File: src/rtl/fir_cell_pkg.sv
package fir_cell_pkg;

    localparam int SAMPLE_W = 10;
    localparam int COEF_W   = 10;
    localparam int N_SETS   = 32;
    localparam int SET_LEN  = 8;
    localparam int N_MUL    = 4;
    localparam int ACC_W    = 28;
    localparam int CFG_W    = 5;
    localparam int RW_MIN   = 8;
    localparam int RW_MAX   = 19;
    localparam int DEC_MAX  = 16;

    typedef struct packed {
        logic             en;
        logic [CFG_W-1:0] width;
    } rnd_cfg_t;

    typedef struct packed {
        logic     sym;
        logic     x_sgn;
        logic     c_sgn;
        rnd_cfg_t rnd;
    } lane_ctl_t;

    function automatic logic [CFG_W-1:0] clamp_width(input logic [CFG_W-1:0] w);
        if (w < CFG_W'(RW_MIN)) return CFG_W'(RW_MIN);
        if (w > CFG_W'(RW_MAX)) return CFG_W'(RW_MAX);
        return w;
    endfunction

    function automatic logic [CFG_W-1:0] clamp_decim(input logic [CFG_W-1:0] d);
        if (d == '0) return CFG_W'(1);
        if (d > CFG_W'(DEC_MAX)) return CFG_W'(DEC_MAX);
        return d;
    endfunction

endpackage

File: src/rtl/fir_coef_bank.sv
module fir_coef_bank #(
    parameter int CW   = 10,
    parameter int NSET = 32,
    parameter int SLEN = 8,
    parameter int NRD  = 4,
    localparam int SELW = $clog2(NSET),
    localparam int IDXW = $clog2(SLEN)
) (
    input  logic                    clk,
    input  logic                    wr_en,
    input  logic [SELW-1:0]         wr_set,
    input  logic [IDXW-1:0]         wr_idx,
    input  logic [CW-1:0]           wr_data,
    input  logic                    rd_en,
    input  logic [SELW-1:0]         rd_set,
    output logic [NRD-1:0][CW-1:0]  rd_coef
);

    logic [CW-1:0] mem [NSET][SLEN];

    always_ff @(posedge clk) begin
        if (wr_en) begin
            mem[wr_set][wr_idx] <= wr_data;
        end
    end

    for (genvar k = 0; k < NRD; k++) begin : g_rd
        always_ff @(posedge clk) begin
            if (rd_en) begin
                rd_coef[k] <= mem[rd_set][k];
            end
        end
    end

endmodule

File: src/rtl/fir_tapline.sv
module fir_tapline
    import fir_cell_pkg::*;
#(
    parameter int DW   = 10,
    parameter int NTAP = 8
) (
    input  logic                    clk,
    input  logic                    rst,
    input  logic                    in_valid,
    input  logic [DW-1:0]           in_data,
    input  lane_ctl_t               ctl_in,
    output logic [NTAP-1:0][DW-1:0] taps,
    output logic                    v_q,
    output lane_ctl_t               ctl_q
);

    always_ff @(posedge clk) begin
        if (rst) begin
            taps <= '0;
            v_q  <= 1'b0;
        end else begin
            v_q <= in_valid;
            if (in_valid) begin
                taps <= {taps[NTAP-2:0], in_data};
            end
        end
    end

    always_ff @(posedge clk) begin
        if (in_valid) begin
            ctl_q <= ctl_in;
        end
    end

endmodule

File: src/rtl/fir_mac.sv
module fir_mac
    import fir_cell_pkg::*;
#(
    parameter int DW   = 10,
    parameter int CW   = 10,
    parameter int NMUL = 4,
    parameter int ACCW = 28,
    localparam int XW  = DW + 1,
    localparam int PW  = DW + 2,
    localparam int KW  = CW + 1,
    localparam int MW  = PW + KW,
    localparam int SW  = MW + $clog2(NMUL)
) (
    input  logic                        clk,
    input  logic                        rst,
    input  logic                        v_in,
    input  lane_ctl_t                   ctl_in,
    input  logic [2*NMUL-1:0][DW-1:0]   taps,
    input  logic [NMUL-1:0][CW-1:0]     coefs,
    output logic                        v_out,
    output rnd_cfg_t                    rnd_out,
    output logic [ACCW-1:0]             acc
);

    logic              v1, v2;
    rnd_cfg_t          r1, r2;
    logic signed [MW-1:0] prod_all [NMUL];
    logic signed [SW-1:0] sum;

    for (genvar k = 0; k < NMUL; k++) begin : g_lane
        logic signed [XW-1:0] xa, xb;
        logic signed [KW-1:0] ce;
        logic signed [PW-1:0] pre_q;
        logic signed [KW-1:0] ce_q;
        logic signed [MW-1:0] prod_q;

        always_comb begin
            xa = {ctl_in.x_sgn & taps[k][DW-1], taps[k]};
            xb = ctl_in.sym ? {ctl_in.x_sgn & taps[2*NMUL-1-k][DW-1], taps[2*NMUL-1-k]} : '0;
            ce = {ctl_in.c_sgn & coefs[k][CW-1], coefs[k]};
        end

        always_ff @(posedge clk) begin
            pre_q  <= PW'(xa) + PW'(xb);
            ce_q   <= ce;
            prod_q <= MW'(pre_q) * MW'(ce_q);
        end

        assign prod_all[k] = prod_q;
    end

    always_comb begin
        sum = '0;
        for (int k = 0; k < NMUL; k++) begin
            sum = sum + SW'(prod_all[k]);
        end
    end

    always_ff @(posedge clk) begin
        if (rst) begin
            v1    <= 1'b0;
            v2    <= 1'b0;
            v_out <= 1'b0;
        end else begin
            v1    <= v_in;
            v2    <= v1;
            v_out <= v2;
        end
    end

    always_ff @(posedge clk) begin
        r1      <= ctl_in.rnd;
        r2      <= r1;
        rnd_out <= r2;
        acc     <= ACCW'(sum);
    end

endmodule

File: src/rtl/fir_outstage.sv
module fir_outstage
    import fir_cell_pkg::*;
#(
    parameter int ACCW = 28
) (
    input  logic             clk,
    input  logic             rst,
    input  logic             v_in,
    input  rnd_cfg_t         rnd,
    input  logic [ACCW-1:0]  acc_in,
    input  logic [CFG_W-1:0] decim,
    output logic             out_valid,
    output logic [ACCW-1:0]  out_data
);

    logic [CFG_W-1:0]    dcnt, dlim, dnext;
    logic [CFG_W-1:0]    wsel;
    int                  sh;
    logic [ACCW:0]       half;
    logic signed [ACCW:0] biased, shifted;
    logic [ACCW-1:0]     rounded;
    logic                take;

    always_comb begin
        wsel    = clamp_width(rnd.width);
        sh      = ACCW - int'(wsel);
        half    = {{ACCW{1'b0}}, 1'b1} << (sh - 1);
        biased  = $signed({acc_in[ACCW-1], acc_in}) + $signed(half);
        shifted = biased >>> sh;
        rounded = shifted[ACCW-1:0];
    end

    always_comb begin
        dlim  = clamp_decim(decim);
        dnext = ((dcnt + CFG_W'(1)) >= dlim) ? '0 : dcnt + CFG_W'(1);
        take  = v_in && (dcnt == '0);
    end

    always_ff @(posedge clk) begin
        if (rst) begin
            dcnt      <= '0;
            out_valid <= 1'b0;
            out_data  <= '0;
        end else begin
            out_valid <= take;
            if (v_in) begin
                dcnt <= dnext;
            end
            if (take) begin
                out_data <= rnd.en ? rounded : acc_in;
            end
        end
    end

endmodule

File: src/rtl/fir_sym_cell.sv
module fir_sym_cell
    import fir_cell_pkg::*;
#(
    parameter int DW   = SAMPLE_W,
    parameter int CW   = COEF_W,
    parameter int NSET = N_SETS,
    parameter int SLEN = SET_LEN,
    parameter int NMUL = N_MUL,
    parameter int ACCW = ACC_W,
    localparam int SELW = $clog2(NSET),
    localparam int IDXW = $clog2(SLEN)
) (
    input  logic             clk,
    input  logic             rst,
    input  logic             in_valid,
    input  logic [DW-1:0]    in_data,
    input  logic [SELW-1:0]  set_sel,
    input  logic             sym_mode,
    input  logic             data_signed,
    input  logic             coef_signed,
    input  logic             round_en,
    input  logic [CFG_W-1:0] round_width,
    input  logic [CFG_W-1:0] decim,
    input  logic             cw_en,
    input  logic [SELW-1:0]  cw_set,
    input  logic [IDXW-1:0]  cw_idx,
    input  logic [CW-1:0]    cw_data,
    output logic             out_valid,
    output logic [ACCW-1:0]  out_data
);

    lane_ctl_t                  ctl0, ctl1;
    logic [2*NMUL-1:0][DW-1:0]  taps;
    logic [NMUL-1:0][CW-1:0]    coefs;
    logic                       v1, v4;
    rnd_cfg_t                   rnd4;
    logic [ACCW-1:0]            acc4;

    always_comb begin
        ctl0.sym       = sym_mode;
        ctl0.x_sgn     = data_signed;
        ctl0.c_sgn     = coef_signed;
        ctl0.rnd.en    = round_en;
        ctl0.rnd.width = round_width;
    end

    fir_coef_bank #(.CW(CW), .NSET(NSET), .SLEN(SLEN), .NRD(NMUL)) u_bank (
        .clk     (clk),
        .wr_en   (cw_en),
        .wr_set  (cw_set),
        .wr_idx  (cw_idx),
        .wr_data (cw_data),
        .rd_en   (in_valid),
        .rd_set  (set_sel),
        .rd_coef (coefs)
    );

    fir_tapline #(.DW(DW), .NTAP(2*NMUL)) u_taps (
        .clk      (clk),
        .rst      (rst),
        .in_valid (in_valid),
        .in_data  (in_data),
        .ctl_in   (ctl0),
        .taps     (taps),
        .v_q      (v1),
        .ctl_q    (ctl1)
    );

    fir_mac #(.DW(DW), .CW(CW), .NMUL(NMUL), .ACCW(ACCW)) u_mac (
        .clk     (clk),
        .rst     (rst),
        .v_in    (v1),
        .ctl_in  (ctl1),
        .taps    (taps),
        .coefs   (coefs),
        .v_out   (v4),
        .rnd_out (rnd4),
        .acc     (acc4)
    );

    fir_outstage #(.ACCW(ACCW)) u_out (
        .clk       (clk),
        .rst       (rst),
        .v_in      (v4),
        .rnd       (rnd4),
        .acc_in    (acc4),
        .decim     (decim),
        .out_valid (out_valid),
        .out_data  (out_data)
    );

endmodule

File: config.mk
export PLATFORM = sky130hd
export DESIGN_NAME = fir_sym_cell
export DESIGN_NICKNAME = d
export VERILOG_FILES = /design/src/rtl/fir_cell_pkg.sv /design/src/rtl/fir_coef_bank.sv /design/src/rtl/fir_tapline.sv /design/src/rtl/fir_mac.sv /design/src/rtl/fir_outstage.sv /design/src/rtl/fir_sym_cell.sv
export SDC_FILE = /design/constraint.sdc
export NUM_CORES = 2
export LEC_CHECK = 0
export BUFFER_PORTS_ARGS = -buffer_cell sky130_fd_sc_hd__buf_2
export CORE_MARGIN = 5
export CORE_UTILIZATION = 27
export CTS_BUF_LIST = sky130_fd_sc_hd__clkbuf_4 sky130_fd_sc_hd__clkbuf_8 sky130_fd_sc_hd__clkbuf_16
export CTS_CLUSTER_SIZE = 24
export DETAILED_ROUTE_END_ITERATION = 8
export HOLD_SLACK_MARGIN = 0.08
export SLEW_MARGIN = 15
export SYNTH_ARGS = -nofsm -noshare
export SYNTH_HDL_FRONTEND = slang
export SYNTH_SLANG_ARGS = --single-unit
File: constraint.sdc
create_clock -name clk -period 10.6 [get_ports clk]
set_input_delay 2.12 -clock clk [delete_from_list [all_inputs] [get_ports clk]]
set_output_delay 2.12 -clock clk [all_outputs]
set_load 0.05 [all_outputs]
==> run metrics <==
outcome complete, no violations; WP buf/inv 3; Power Density 172 nW/µm²; top-count cell post-synth edfxtp_1; drt total wl around 210000 µm; Worst R2R Path Depth 31; CTS resizes 0; fin. max-slew vios 0; reg2reg setup slack ~2 ns; drt first pass iters 6; DRC viols 0; Post-CTS Setup Bufs 0; netlist area before placement slightly below 90000 µm²; H-tree depth 4; DR vias/cell about 4.6; Worst VDD drop between 0.15 and 0.2 mV; Syn-to-layout area delta 12.4%; Worst-Skew Late Latency between 0.8 and 0.9 ns; wire per inst between 20 and 25 µm; Critical Path AT just over 9 ns; number of global-route vias before repair between 50000 and 60000; post-route ant nets 0; CTS tree built; Die Ht 579 µm; sequential element share of the synthesized area 0.536; Root Driver clkbuf_16; Register Area ~47000 µm²; CP required ~11 ns; mean area per synthesized cell 14.5 µm²; antenna violations before repair 18; Setup TNS Final 0 ns; slack of the critical path slightly below 2 ns; Die X about 580 µm; highest cell delay on the worst timing path around 0.60 ns; number of synthesized register bits 1674; RSZ-0062 raised after global routing no; die footprint 335000 µm²; FP Rows 208; clock sinks between 1500 and 2000; first-pass GRT wire length around 320000 µm; # setup viols final 0; critical path depth 31; Synth area leader edfxtp_1; area of the multi-input gates around 37000 µm²; via count about 48000; main flop type after synthesis edfxtp_1; Worst Hold Class reg -> reg; io pins 80; Max Fclk roughly 0.12 GHz; Final period util 0.816; core box area 321000 µm²; Mapped Cells approximately 6000; MaxCap Viol Count 0; top area cells in the synthesized netlist edfxtp_1, fa_1, mux4_2; critical path endpoint category flip-flop; EDFF count, synth 1329; Worst slew margin 0.210; Total GRT Usage 0.125; YS warnings 0; Worst Hold Path Cells 0; Crit Path Class reg -> reg; min cycle time layout just under 9 ns; largest net degree at the start of global routing 160; total grt overflow 0; number of port buffers 79; post-DP HPWL 146000 µm; synth unique cells 85; DP Worst Slack 2.10 ns; Max FO, Critical Path 24; share of the synthesized area in the top cell type 0.457; drt initial violations 3763; fillers between 30000 and 40000; Clock Skew 0.0878 ns; total CTS buffers between 150 and 200; Least-Margin Pin Slew roughly 1.2 ns; Initial Util 0.272; Slowest-stage cell, CP nor2_1; Final #Nets 7002; Async SR Flop Fraction 0; Static Leakage 0.0351 µW; Bufs on Longest Clock Path 4; Startpoint Class flip-flop; GPL Wtd Cong just under 0.9; Final Hold Viols 0; clk slew on worst S/H paths ~0.060 ns; cell family with most CP delay compound AO/OA/AOI/OAI gates; top post-synthesis cells by count edfxtp_1, inv_1, fa_1; # hold bufs at CTS 0; layout cell share with drive strength beyond 1 0.146
-- kinds of logic (layout without fill, tap and decap cells) --
logic type / count (synthesis) / after routing / synth area share
flops: 1674 / 1674 / 0.536
compound gates: 523 / 523 / 0.0396
mux: 552 / 552 / 0.122
fa+ha+maj: 865 / 865 / 0.172
buf+inv: 905 / 1061 / 0.0390
simple gates: 1354 / 1354 / 0.0741
other cells: 1 / 15 / 0.0000430
xor+xnor: 165 / 165 / 0.0166
-- per-layer routing --
layer	global-route usage	routed length, µm	vias up
met2	0.212	103000	1263
met4	0.0287	5020	0
li1	-	-	21500
met1	0.168	91500	25000
met3	0.0196	11300	279
met5	0	0	-
-- cell usage in the layout, fill, tap and decap left out, types with 32 or more instances in the layout --
cell,synthesis,routed
and2_1,306,306
nand2_1,397,396
a21o_1,43,43
buf_2,3,63
mux2_2,44,44
o21ai_0,106,105
edfxtp_1,1329,1329
o21a_1,34,34
nand3_1,37,37
clkbuf_16,0,174
inv_1,632,632
dfxtp_1,345,345
nor2b_1,34,34
a21oi_1,144,144
clkbuf_4,0,32
xnor2_1,136,134
nor3_1,47,47
mux4_2,407,407
ha_1,309,309
fa_1,556,556
nor2_1,382,360
mux2i_1,101,101
buf_4,1,70
nand2b_1,65,65
-- sequential cells by signal (all words and copies together), names as in the netlist --
name,cells
u_out.dcnt,5
u_mac.v2,1
u_taps.ctl_q,9
u_taps.v_q,1
u_out.out_valid,1
u_bank.mem,1280
u_mac.v_out,1
u_mac.r2,6
u_mac.rnd_out,6
u_mac.v1,1
u_taps.taps,80
u_mac.r1,6
u_mac.acc,25
u_out.out_data,28
u_bank.rd_coef,40
u_mac.g_lane.ce_q,44
u_mac.g_lane.pre_q,48
u_mac.g_lane.prod_q,92
-- stage by stage --
stage	util	instance area [µm²]	cells	hold WS (ns)	power, µW
finish	0.305	98100	10500	0.277	16900
global route	0.305	98100	10500	0.276	17700
CTS	0.305	98000	10500	0.258	17000
detailed placement	0.288	92600	10200	0.314	11200
global placement	0.288	92600	10200	0.317	11100
floorplan	-	87300	6045	0.310	10000
-- worst paths after layout --
path	startpoint	end
max	u_mac.rnd_out[4]$_DFF_P_	u_out.out_data[20]$_SDFFE_PP0P_
min	u_bank.rd_coef[13]$_DFFE_PP_	u_mac.g_lane[1].ce_q[3]$_DFF_P_
max reg2reg	u_mac.rnd_out[4]$_DFF_P_	u_out.out_data[20]$_SDFFE_PP0P_
min reg2reg	u_bank.rd_coef[13]$_DFFE_PP_	u_mac.g_lane[1].ce_q[3]$_DFF_P_
-- cell type report --
type / count / share of cell area
Sequential cell: 1674 / 0.477
Multi-Input combinational cell: 3466 / 0.379
Tap cell: 4305 / 0.0549
Clock buffer: 214 / 0.0480
Inverter: 633 / 0.0242
Timing Repair Buffer: 141 / 0.0100
Clock inverter: 73 / 0.00647
Antenna cell: 8 / 0.000204
-- power by group --
group / internal (µW) / leakage [µW] / switching (µW)
Combinational: 1400 / 0.0176 / 1980
Sequential: 7310 / 0.0148 / 335
Clock: 3350 / 0.00267 / 2490
Total: 12100 / 0.0351 / 4810
Power figures use the tool's default switching activity.
